<file path="config.mk">
export PLATFORM = sky130hd
export DESIGN_NAME = gpc_adder_tree
export DESIGN_NICKNAME = d
export VERILOG_FILES = /design/src/rtl/gpc_tree_pkg.sv /design/src/rtl/gpc_cell.sv /design/src/rtl/gpc_level.sv /design/src/rtl/gpc_final_adder.sv /design/src/rtl/gpc_adder_tree.sv
export SDC_FILE = /design/constraint.sdc
export NUM_CORES = 1
export LEC_CHECK = 0
export CORE_MARGIN = 8
export CORE_UTILIZATION = 50
export CTS_CLUSTER_SIZE = 16
export DETAILED_ROUTE_END_ITERATION = 8
export DONT_BUFFER_PORTS = 1
export SLEW_MARGIN = 20
export SYNTH_ARGS = -nofsm -noshare
export SYNTH_HDL_FRONTEND = slang
export SYNTH_HIERARCHICAL = 1
export SYNTH_SLANG_ARGS = --single-unit
</file>
<file path="constraint.sdc">
create_clock -name clk -period 4.3 [get_ports clk]
set_clock_uncertainty 0.15 [all_clocks]
set_input_delay 0.43 -clock clk [delete_from_list [all_inputs] [get_ports clk]]
set_output_delay 0.43 -clock clk [all_outputs]
set_load 0.03 [all_outputs]
</file>
<file path="src/rtl/gpc_tree_pkg.sv">
package gpc_tree_pkg;

  // bits taken from each of the two columns a cell covers
  localparam int CELL_COL_BITS = 5;
  // ones-counter size and its output width
  localparam int CELL_CTR_IN   = 3 * CELL_COL_BITS;
  localparam int CELL_OUT_W    = $clog2(CELL_CTR_IN + 1);
  // upper bound on tree depth, sizes the register-select mask
  localparam int MAX_LVL       = 8;

  // rows left after one level of grouping
  function automatic int rows_next(input int r);
    int full;
    int rem;
    full = r / CELL_COL_BITS;
    rem  = r % CELL_COL_BITS;
    if (rem >= 3) return 2 * full + 2;
    return 2 * full + rem;
  endfunction

  // rows present at the input of a given level
  function automatic int rows_at(input int n, input int lvl);
    int r;
    r = n;
    for (int i = 0; i < lvl; i++) r = rows_next(r);
    return r;
  endfunction

  // levels needed to reach two rows
  function automatic int tree_levels(input int n);
    int r;
    int c;
    r = n;
    c = 0;
    while (r > 2) begin
      r = rows_next(r);
      c++;
    end
    return c;
  endfunction

endpackage

</file>
<file path="src/rtl/gpc_cell.sv">
module gpc_cell
  import gpc_tree_pkg::*;
(
  input  logic [CELL_COL_BITS-1:0] lo_bits,
  input  logic [CELL_COL_BITS-1:0] hi_bits,
  output logic [CELL_OUT_W-1:0]    count
);

  // weight-2 bits feed two counter inputs each
  logic [CELL_CTR_IN-1:0] ctr_in;
  assign ctr_in = {hi_bits, hi_bits, lo_bits};

  always_comb begin
    count = '0;
    for (int i = 0; i < CELL_CTR_IN; i++) begin
      count = count + CELL_OUT_W'(ctr_in[i]);
    end
  end

  // count equals the weighted total of the two columns
  always_comb begin
    a_r3_cell_weight: assert (count == CELL_OUT_W'($countones(lo_bits))
                                      + CELL_OUT_W'(2 * $countones(hi_bits)));
  end

endmodule

</file>
<file path="src/rtl/gpc_level.sv">
module gpc_level
  import gpc_tree_pkg::*;
#(
  parameter int R_IN = 8,
  parameter int RW   = 11,
  parameter bit REG  = 1'b1,
  localparam int R_OUT = rows_next(R_IN)
) (
  input  logic                     clk,
  input  logic                     rst,
  input  logic                     in_vld,
  input  logic [R_IN-1:0][RW-1:0]  in_rows,
  output logic                     out_vld,
  output logic [R_OUT-1:0][RW-1:0] out_rows
);

  localparam int FULL  = R_IN / CELL_COL_BITS;
  localparam int REM   = R_IN % CELL_COL_BITS;
  localparam int GRPS  = FULL + ((REM >= 3) ? 1 : 0);
  localparam int PASS  = (REM >= 3) ? 0 : REM;
  localparam int NCELL = (RW + 1) / 2;

  logic [CELL_OUT_W-1:0]    cell_cnt [GRPS][NCELL];
  logic [R_OUT-1:0][RW-1:0] nxt;

  // one strip of cells per row group, one cell per column pair
  for (genvar g = 0; g < GRPS; g++) begin : g_grp
    localparam int USED = (g < FULL) ? CELL_COL_BITS : REM;
    for (genvar m = 0; m < NCELL; m++) begin : g_col
      logic [CELL_COL_BITS-1:0] lo;
      logic [CELL_COL_BITS-1:0] hi;
      for (genvar k = 0; k < CELL_COL_BITS; k++) begin : g_bit
        if (k < USED) begin : g_lo_on
          assign lo[k] = in_rows[CELL_COL_BITS*g + k][2*m];
        end else begin : g_lo_off
          assign lo[k] = 1'b0;
        end
        if (k < USED && (2*m + 1) < RW) begin : g_hi_on
          assign hi[k] = in_rows[CELL_COL_BITS*g + k][2*m + 1];
        end else begin : g_hi_off
          assign hi[k] = 1'b0;
        end
      end
      gpc_cell u_cell (
        .lo_bits (lo),
        .hi_bits (hi),
        .count   (cell_cnt[g][m])
      );
    end
  end

  // even column pairs land in one row, odd pairs in the other
  always_comb begin
    nxt = '0;
    for (int g = 0; g < GRPS; g++) begin
      for (int m = 0; m < NCELL; m++) begin
        for (int b = 0; b < CELL_OUT_W; b++) begin
          if (2*m + b < RW) nxt[2*g + (m % 2)][2*m + b] = cell_cnt[g][m][b];
        end
      end
    end
    for (int p = 0; p < PASS; p++) begin
      nxt[2*GRPS + p] = in_rows[CELL_COL_BITS*FULL + p];
    end
  end

  // row totals, used only by the checks below
  logic [RW-1:0] in_total;
  logic [RW-1:0] out_total;
  always_comb begin
    in_total = '0;
    for (int r = 0; r < R_IN; r++) in_total = in_total + in_rows[r];
    out_total = '0;
    for (int r = 0; r < R_OUT; r++) out_total = out_total + out_rows[r];
  end

  if (REG) begin : g_reg
    logic                     vld_q;
    logic [R_OUT-1:0][RW-1:0] rows_q;
    always_ff @(posedge clk) begin
      if (rst) vld_q <= 1'b0;
      else     vld_q <= in_vld;
      if (in_vld) rows_q <= nxt;
    end
    assign out_vld  = vld_q;
    assign out_rows = rows_q;

    // registered rows carry the total of the rows captured
    a_r2_sum_kept_reg: assert property (@(posedge clk) disable iff (rst)
      out_vld |-> out_total == $past(in_total));
    // strobe advances by exactly one cycle
    a_r6_valid_step: assert property (@(posedge clk) disable iff (rst)
      !$past(rst) |-> out_vld == $past(in_vld));
  end else begin : g_byp
    assign out_vld  = in_vld;
    assign out_rows = nxt;

    // transparent level keeps the total in the same cycle
    a_r2_sum_kept_byp: assert property (@(posedge clk) disable iff (rst)
      in_vld |-> out_total == in_total);
    // transparent level passes the strobe unchanged
    a_r8_valid_through: assert property (@(posedge clk) disable iff (rst)
      out_vld == in_vld);
  end

endmodule

</file>
<file path="src/rtl/gpc_final_adder.sv">
module gpc_final_adder #(
  parameter int RW = 11
) (
  input  logic [1:0][RW-1:0] rows,
  output logic [RW-1:0]      total
);

  assign total = rows[0] + rows[1];

endmodule

</file>
<file path="src/rtl/gpc_adder_tree.sv">
module gpc_adder_tree
  import gpc_tree_pkg::*;
#(
  parameter int                 N_OPS   = 8,
  parameter int                 OP_W    = 8,
  parameter logic [MAX_LVL-1:0] LVL_REG = '1,
  localparam int RW = OP_W + $clog2(N_OPS)
) (
  input  logic                  clk,
  input  logic                  rst,
  input  logic                  in_vld,
  input  logic [N_OPS*OP_W-1:0] in_ops,
  output logic                  out_vld,
  output logic [RW-1:0]         out_sum
);

  localparam int NL = tree_levels(N_OPS);

  function automatic int count_regs(input logic [MAX_LVL-1:0] m, input int nl);
    int c;
    c = 0;
    for (int i = 0; i < nl; i++) if (m[i]) c++;
    return c;
  endfunction

  localparam int LAT = count_regs(LVL_REG, NL);
  localparam longint MAX_TOTAL = longint'(N_OPS) * ((longint'(1) << OP_W) - 1);

  logic [N_OPS-1:0][RW-1:0] heap [NL+1];
  logic [NL:0]              vld;

  assign vld[0] = in_vld;

  for (genvar o = 0; o < N_OPS; o++) begin : g_op
    assign heap[0][o] = RW'(in_ops[o*OP_W +: OP_W]);
  end

  for (genvar l = 0; l < NL; l++) begin : g_lvl
    localparam int RI = rows_at(N_OPS, l);
    localparam int RO = rows_at(N_OPS, l + 1);
    gpc_level #(
      .R_IN (RI),
      .RW   (RW),
      .REG  (LVL_REG[l])
    ) u_lvl (
      .clk      (clk),
      .rst      (rst),
      .in_vld   (vld[l]),
      .in_rows  (heap[l][RI-1:0]),
      .out_vld  (vld[l+1]),
      .out_rows (heap[l+1][RO-1:0])
    );
    if (RO < N_OPS) begin : g_pad
      assign heap[l+1][N_OPS-1:RO] = '0;
    end
  end

  gpc_final_adder #(.RW(RW)) u_cpa (
    .rows  (heap[NL][1:0]),
    .total (out_sum)
  );

  assign out_vld = vld[NL];

  // a valid result never exceeds the largest possible total
  a_r1_no_overflow: assert property (@(posedge clk) disable iff (rst)
    out_vld |-> longint'(out_sum) <= MAX_TOTAL);

  if (LAT > 0) begin : g_rst_chk
    // nothing emerges in the cycle after reset
    a_r7_reset_clear: assert property (@(posedge clk) disable iff (rst)
      $past(rst) |-> !out_vld);
  end

endmodule

</file>
Yosys cells after proc, flatten, opt, wreduce, memory -nomap -nowiden --
Cells that the tools add are included.
Cells by class: $add $sub $neg 132, $mul 0, div/mod/pow operators 0, magnitude comparators 0, equal/unequal tests 0, shift-type cells 0, mux-type cells 0, bitwise gates (word level) 0, reductions and logical operators 0
Operator list (count):
- $add A4 B1 Y4 | 90
- $add A3 B1 Y4 | 12
- $add A2 B1 Y3 | 13
- $add A1 B1 Y2 | 13
- $add A11 B10 Y11 | 1
- $add A3 B1 Y3 | 3
Storage, ports and cells: bits in registers 53, bits in latches 0, bits in writable memories 0, memory bits (read-only) 0, bits of input ports 67, output and inout bits 12, word-level logic and storage cells 140, memories 0

Logic depth before layout (Yosys ltp) --
word-level depth 14, gate-level depth with buffers 9

Modules after synthesis --
Netlist, hierarchy kept.
By module, submodules not included:
- gpc_cell at g_lvl[0].u_lvl.g_grp[0].g_col[0].u_cell ... | instances 11, cells an instance 24, area an instance 215.2 um2, sequential area each 0.0 um2
- gpc_cell at g_lvl[0].u_lvl.g_grp[1].g_col[2].u_cell ... | instances 7, cells an instance 24, area an instance 212.7 um2, sequential area each 0.0 um2
- gpc_level at g_lvl[0].u_lvl | instances 1, cells an instance 47, area an instance 1268.7 um2, sequential area each 1221.2 um2
- gpc_level at g_lvl[1].u_lvl | instances 1, cells an instance 25, area an instance 653.1 um2, sequential area each 620.6 um2
- gpc_final_adder | instances 1, cells an instance 62, area an instance 452.9 um2, sequential area each 0.0 um2
- gpc_adder_tree | instances 1, cells an instance 1, area an instance 3.8 um2, sequential area each 0.0 um2

Least setup slack after synthesis --
Ideal clock, no wire load.
path kind input to register, start point in in_ops[2], end point reg g_lvl[0].u_lvl.g_reg.rows_q (netlist bit g_lvl[0].u_lvl/out_rows[14]), data pin, arrival time 2.335 ns, setup slack 1.565 ns, cell stages on the path 6, path buffers 0, cells stage by stage fa_1 inv_1 fa_1 fa_1 fa_1 inv_1
RTL lines:
- start: declaration | RTL line gpc_adder_tree.sv:12 | input logic [N_OPS*OP_W-1:0] in_ops,
- end signal: assignment | RTL line gpc_level.sv:83 | if (in_vld) rows_q <= nxt;
- end: declaration | RTL line gpc_level.sv:79 | logic [R_OUT-1:0][RW-1:0] rows_q;

Worst setup path after layout --
start point reg g_lvl[1].u_lvl.g_reg.rows_q (netlist bit g_lvl[1].u_lvl/out_rows[8]), end point out out_sum[10]
On the way: longest elaborated chain between the ends 1
Ends and longest elaborated chain:
- start: declaration | RTL line gpc_level.sv:79
- start signal: assignment | RTL line gpc_level.sv:83
- $add A11 B10 Y11 | RTL line gpc_final_adder.sv:8 | assign total = rows[0] + rows[1];
- end: declaration | RTL line gpc_adder_tree.sv:14 | output logic [RW-1:0] out_sum
Every way passes these cells.

==> metrics.cfg <==
[worst_setup_path]
worstSetupEndpointType = output port
arrival_ps = 2310
cp_max_fo = 5
path_class = register to output port
cp-start-kind = register
cp.required_ps = 3720
rr_worst_depth = 5

[grt]
grt_usage = 0.121
grt_pass1_vias = 3445
grt_max_degree = 42
grt_overflow = 0
grt_first_pass_wirelength_um = 14400
antenna_found_initial = 0

[placed_design]
portBuffers = 0
dp_hpwl_um = 7350
gp_congestion = 0.774
dp_slack_ps = 1470

[final_layout]
nets = 773
multi_input_area_sq_um = 3340
diodes = 0
nFillCells = 960
drive_gt1_frac = 0.0348
syn_to_final_growth_pct = 11.4
regArea_sq_um = 1840

[floorplan]
rows = 39
core_area_sq_um = 11300
initial_core_util = 0.508
die_w_um = 123
die-area_sq_um = 15100
fp.dieH_um = 123
ios = 79

[route]
ant_nets = 0
vias_per_cell = 4.27
vias = 3062
firstDrtPassIters = 4
initialDrtViolationCount = 98
wl_per_cell_um = 11.5
route.detailed.drc = 0
routed_wl_um = 8270

[cts]
cts_setup_buffers = 0
numCtsBuffers = 9
clk-insertion-delay-late_ps = 320
htreeDepth = 3
cts_resized = 0
clk_path_buf_depth = 2
hold_buffers = 0
path_clk_slew_ps = 50
clkSinkCount = 62
tritoncts = done
cts_root_buf = clkbuf_16

[sta]
tightest_slew_ps = 869
setup_violations = 0
slew_viol_final = 0
fmax_mhz = 346
tns_ps = 0
layout_setup_ws_ps = 1410
min_period_ps = 2890
post-route-period-util = 0.672
rsz0062_at_grt = false
hold_viol_final = 0
relSlewSlack = 0.420

[pwr]
seq_power_share = 0.272
netSwitchingPower_w = 0.00174
share_comb_of_total_power = 0.565
switching_share = 0.422
leakage_nw = 2.99
p_per_area_nw_per_um2 = 648
intPower_w = 0.00239
vdd_ir_drop_max_v = 0.000794
clockPowerShare = 0.164

[run]
maxCapViolCount = 0

[hold_path]
hold_class = input pin to register
worstHoldPathCells = 1

[yosys]
synthCells = 501
syn_area_sq_um = 5720
synth_area_per_cell_sq_um = 11.4
ys_warn_count = 6

[status]
status = complete, no violations

==> power groups by stage <==
stage	Sequential [W]	Clock [W]	Combinational, W
final	0.00112	0.000676	0.00233
after global routing	0.00114	0.000722	0.00269
after CTS	0.00113	0.000694	0.00236
after detailed placement	0.00114	0	0.00234
after global placement	0.00114	0	0.00223
after floorplan	0.00110	0	0.00196
==> final cells by class <==
type | count | area share
sequential | 62 | 0.289
clock buffer | 10 | 0.0359
clock inverter | 6 | 0.00824
inverter | 196 | 0.115
multi-input combinational | 300 | 0.523
tap | 143 | 0.0281
==> registers in the layout, indices dropped and copies added (netlist names) <==
register              cells
g_lvl.u_lvl/out_vld       2
g_lvl.u_lvl/out_rows     60
==> worst paths after layout <==
kind	to	start	slack (ps)
setup / recovery	out_sum[10]	g_lvl[1].u_lvl/out_rows[8]$_DFFE_PP_	1410
hold / removal	g_lvl[1].u_lvl/out_vld$_SDFF_PP0_	rst	20
setup reg to reg	g_lvl[1].u_lvl/out_rows[6]$_DFFE_PP_	g_lvl[0].u_lvl/out_rows[5]$_DFFE_PP_	1750
hold reg to reg	g_lvl[1].u_lvl/out_rows[7]$_DFFE_PP_	g_lvl[0].u_lvl/out_rows[27]$_DFFE_PP_	720
==> per-layer routing <==
| metal | part of all wire | global-route usage | vias up | wire [um] |
|---|---|---|---|---|
| met5 | 0 | 0 | - | 0 |
| met2 | 0.53 | 0.215 | 52 | 4370 |
| met4 | 0.016 | 0.0489 | 0 | 133 |
| li1 | - | - | 1513 | - |
| met1 | 0.41 | 0.139 | 1487 | 3390 |
| met3 | 0.045 | 0.0292 | 10 | 374 |
==> worst max-delay path, cell delays in order, from the launching register on <==
cell and delay, ps:
edfxtp_1 370, ha_1 370, a21oi_1 220, nand2_1 100, o31ai_1 230, a21oi_1 80
xnor2_1 620
==> metrics by stage <==
step	utilization	power (W)	instances	hold WS, ps	area (sq um)
4_1_cts	0.565	0.00418	717	6.23	6370
3_5_place_dp	0.540	0.00348	701	347	6090
3_3_place_gp	0.540	0.00337	701	346	6090
5_1_grt	0.565	0.00455	717	0.459	6370
6_report	0.565	0.00413	717	18.7	6370
2_1_floorplan	-	0.00307	564	344	5960
==> layout by cell type, fill, tap and decap left out, types with 3 or more instances in the layout <==
master and n:
nor2_1 3, nand2_1 18, o21ai_1 5, fa_1 100, ha_1 37, a21oi_1 18, clkinv_2 3, xor2_1 3
nand3_1 4, xnor2_1 22, nand3b_1 7, edfxtp_1 60, clkbuf_16 9, conb_1 66, inv_1 196
(Power assumes the default switching activity.)
